--- src/rtl/scanline_irq_gen.sv ---
module scanline_irq_gen #(
  parameter int LW = 10
) (
  input  logic          clk,
  input  logic          rst_n,
  input  logic          line_start,
  input  logic [LW-1:0] line_num,
  input  logic [LW-1:0] blank_line,
  input  logic [LW-1:0] tmr0_cmp,
  input  logic [7:0]    tmr1_ctrl,
  input  logic [6:0]    src_en,
  input  logic          draw_done,
  input  logic          snd_req,
  input  logic          irq_ack,
  output logic          irq_req,
  output logic [3:0]    irq_level,
  output logic [7:0]    irq_vector,
  output logic [6:0]    dma_evt
);

  localparam int NSRC = 7;

  logic [NSRC-1:0] pend, cond, fire, clr;
  logic [2:0]      sel;
  logic            at_blank;

  assign at_blank = line_num == blank_line;

  // bit order = DMA code; also descending level order
  assign cond[0] = line_start && at_blank;
  assign cond[1] = line_start && line_num == '0;
  assign cond[2] = line_start && line_num != '0 && line_num < blank_line;
  assign cond[3] = line_start && line_num == tmr0_cmp;
  assign cond[4] = line_start && tmr1_ctrl[0] && !tmr1_ctrl[7];
  assign cond[5] = snd_req;
  assign cond[6] = line_start && at_blank && draw_done;
  assign fire    = cond & src_en;

  always_comb begin
    sel = 3'd0;
    for (int k = NSRC - 1; k >= 0; k--)
      if (pend[k]) sel = 3'(k);
  end

  always_comb begin
    clr = '0;
    if (irq_ack && irq_req) clr[sel] = 1'b1;
  end

  always_ff @(posedge clk) begin
    if (!rst_n) begin
      pend    <= '0;
      dma_evt <= '0;
    end else begin
      pend    <= (pend & ~clr) | fire;
      dma_evt <= fire;
    end
  end

  assign irq_req = |pend;

  always_comb begin
    irq_level  = 4'd0;
    irq_vector = 8'h00;
    if (irq_req) begin
      case (sel)
        3'd0:    begin irq_level = 4'd15; irq_vector = 8'h40; end
        3'd1:    begin irq_level = 4'd14; irq_vector = 8'h41; end
        3'd2:    begin irq_level = 4'd13; irq_vector = 8'h42; end
        3'd3:    begin irq_level = 4'd12; irq_vector = 8'h43; end
        3'd4:    begin irq_level = 4'd11; irq_vector = 8'h44; end
        3'd5:    begin irq_level = 4'd9;  irq_vector = 8'h46; end
        default: begin irq_level = 4'd2;  irq_vector = 8'h4D; end
      endcase
    end
  end

  p_evt_needs_en_r8: assert property (@(posedge clk) disable iff (!rst_n)
    1'b1 |=> ((dma_evt & ~$past(src_en)) == '0));

  p_held_until_ack_r10: assert property (@(posedge clk) disable iff (!rst_n)
    (irq_req && !irq_ack) |=> irq_req);

  p_rise_with_event_r11: assert property (@(posedge clk) disable iff (!rst_n)
    $rose(irq_req) |-> (dma_evt != '0));

  p_level_valid_r9: assert property (@(posedge clk) disable iff (!rst_n)
    irq_req |-> (irq_level != 4'd0 && irq_vector[7:4] == 4'h4));

  p_idle_zero_r1: assert property (@(posedge clk) disable iff (!rst_n)
    !irq_req |-> (irq_level == 4'd0 && irq_vector == 8'h00));

endmodule

--- config.mk ---
export PLATFORM = sky130hd
export DESIGN_NAME = scanline_irq_gen
export DESIGN_NICKNAME = d
export VERILOG_FILES = /design/src/rtl/scanline_irq_gen.sv
export SDC_FILE = /design/constraint.sdc
export NUM_CORES = 1
export LEC_CHECK = 0
export ABC_AREA = 1
export CORE_ASPECT_RATIO = 1.2
export CORE_MARGIN = 3
export CORE_UTILIZATION = 55
export DETAILED_ROUTE_END_ITERATION = 10
export DONT_BUFFER_PORTS = 1
export PLACE_DENSITY = 0.7
export SLEW_MARGIN = 20
export SYNTH_ARGS = -nofsm -noshare
export SYNTH_HDL_FRONTEND = slang
export SYNTH_SLANG_ARGS = --single-unit
--- constraint.sdc ---
create_clock -name clk -period 1.7 [get_ports clk]
set_input_delay 0.34 -clock clk [delete_from_list [all_inputs] [get_ports clk]]
set_output_delay 0.34 -clock clk [all_outputs]
set_load 0.02 [all_outputs]
==> flow_metrics.tcl <==
set metrics [dict create \
    status "finished with violations" \
    violations "negative setup slack" \
    holdPathEnd "dma_evt[4]" \
    dieWidth_um 48.2 \
    yosysTopAreaCell "dfxtp_1" \
    first_global_vias 1017 \
    reg2regPathDepth 8 \
    post-route-period-util 1.00 \
    arrival_ns 1.36 \
    design_area_um2 1340 \
    grt-ovfl-total 0 \
    final_util 0.694 \
    rsz0062_at_grt "true" \
    peakVddDrop_v 0.000345 \
    fmax_mhz 588 \
    synth_cell_types 26 \
    whs_path_depth 2 \
    antennaDiodeCount 0 \
    grt_pass1_wl_um 3880 \
    clk_pin_slew_worst_paths_ns 0.08 \
    nFillCells 182 \
    drive_above_1_share 0.224 \
    place_hpwl_um 2130 \
    reg2reg_from "pend[0]" \
    routed_wl_um 2430 \
    cts_max_path_buffers 2 \
    place_ws_ns 0.193 \
    critPathBufInv 1 \
    fin_ws_ns -0.000781 \
    io_buffers 0 \
    synthCells 176 \
    finalPower_mw 0.831 \
    start_util 0.606 \
    cts_tree "yes" \
    route.detailed.drc 0 \
    slowest_delay_ns 0.34 \
    min_from "src_en[4]" \
    place.gp.congestion 0.838 \
    synth_seq_area_share 0.239 \
    crit_chain "nor2_4 -> nand2_4 -> nor2_4 -> nand3_2 -> o21ai_2 -> nor2_1 -> buf_4" \
    avgSynthCellArea_um2 6.67 \
    cp-start-kind "flop" \
    ios 71 \
    grt_max_degree 11 \
    layout_common_cells "40 x nand2_1, 34 x inv_1, 19 x nor2_1, 15 x buf_4, 10 x ha_1" \
    core-area_um2 1940 \
    grtUsageTotal 0.188 \
    worst_ep_required_time_ns 1.36 \
    fin_worst_skew_ns 0.00273 \
    synth.area.top_cells "dfxtp_1 24%, nand2_1 13%, inv_1 11%, ha_1 11%, nor2_1 6.1%" \
    ys_seq_elements 14 \
    drt_iter0_drc 7 \
    final.min_clock_period_ns 1.70 \
    cts_made_buffers 3 \
    firstDrtPassIters 4 \
    cts-htree-levels 1 \
    crit_type "reg2out" \
    finalMaxSlewViolations 0 \
    r2r_end "pend[5]" \
    routed-via-count 1052 \
    r2r_slack_ns 0.36 \
    crit_family "simple AND/OR/NAND/NOR gates" \
    worstPathMaxFanout 5 \
    final_common_cell "nand2_1" \
    avgViaCountPerCell 4.78 \
    dieArea_um2 2730 \
    wire_per_inst_um 11.1 \
    fin_nets 254 \
    powerDensity_nw_per_um2 619 \
    cts.sinks 14 \
    timing.hold.ws_ns 0.210 \
    clk_latency_ns 0.26 \
    die-height_um 56.6 \
    leakage_nw 0.727 \
    ys_warn_count 0 \
    hold_viol 0 \
    synth_area_um2 1170 \
    row_count 17 \
    critPathCaptureType "primary output" \
    min_path_type "in2reg" \
    synth_top_cell_area_share 0.239 \
    antenna_left 0 \
    cts_root_buf "clkbuf_4" \
    antenna_found_initial 0 \
    setup_viol 1 \
    placedInstanceArea_um2 1220 \
    cp_slowest_cell "dfxtp_2" \
    maxCapViolations 0 \
    syn2layout_area_growth_pct 14.4 \
    crit_top_cell "nor2_4" \
]
## per-stage QoR
step,setup TNS (ns),instances
2_1_floorplan,0,178
3_3_place_gp,0,207
3_5_place_dp,0,207
4_1_cts,-0.0293,218
5_1_grt,-0.252,220
6_report,-0.000781,220
## cell usage after synthesis, drive strengths merged
cell    number
nand3       10
ha          10
nand2       44
nand3b       1
xor2         5
inv         37
nor2        27
a21oi        3
buf          5
nand4        4
xnor2        4
o21ai        3
or2          1
o21bai       4
o32ai        1
nor3         2
conb         1
dfxtp       14
## power by group
part / switching, mW / internal (mW) / total [mW]
Clock: 0.0949 / 0.130 / 0.225
Sequential: 0.00954 / 0.336 / 0.345
Combinational: 0.155 / 0.106 / 0.261
## registers in the layout, summed over array words and instances, names as in the netlist
name / count
pend: 7
dma_evt: 7
## area by class of cell
| class | instances | area, um^2 | area share |
|---|---|---|---|
| multi-input combinational | 122 | 732 | 0.545 |
| sequential | 14 | 288 | 0.214 |
| timing repair buffer | 15 | 113 | 0.0839 |
| clock buffer | 4 | 36.3 | 0.0270 |
| inverter | 37 | 139 | 0.103 |
| tap | 28 | 35.0 | 0.0261 |
## how the worst max path moves through the flow
stage / from / end / slack, ns / depth (start not counted)
2_1_floorplan: pend[1] / irq_level[0] / 0.09 / 6
3_3_place_gp: pend[3] / irq_level[1] / 0.24 / 7
3_5_place_dp: pend[3] / irq_level[1] / 0.19 / 7
4_1_cts: pend[2] / irq_level[1] / -0.03 / 7
5_1_grt: pend[0] / irq_level[1] / -0.08 / 7
6_report: pend[0] / irq_level[1] / -0.0008 / 7
## cells by family after synthesis
kind of cell | count (synthesis) | synth area share
buffers and inverters | 42 | 0.150
AO/OA/AOI/OAI | 11 | 0.0650
AND/OR/NAND/NOR | 89 | 0.369
XOR/XNOR | 9 | 0.0672
adder cells (fa/ha/maj) | 10 | 0.107
flip-flops | 14 | 0.239
other | 1 | 0.00320
## metal layers
layer,up-vias,GRT usage,part of all wire
met3,2,0.0545,0.072
met4,0,0.0538,0.0090
met1,447,0.177,0.36
li1,558,-,-
met2,45,0.356,0.56
met5,-,0,0
## timing repair
item	4_1_cts	5_1_grt
endpoints found under the setup margin	4	5
buffers inserted	7	2
pin swaps	6	3
hold buffers	0	0
gates resized for setup	5	3
(Power assumes the default switching activity.)
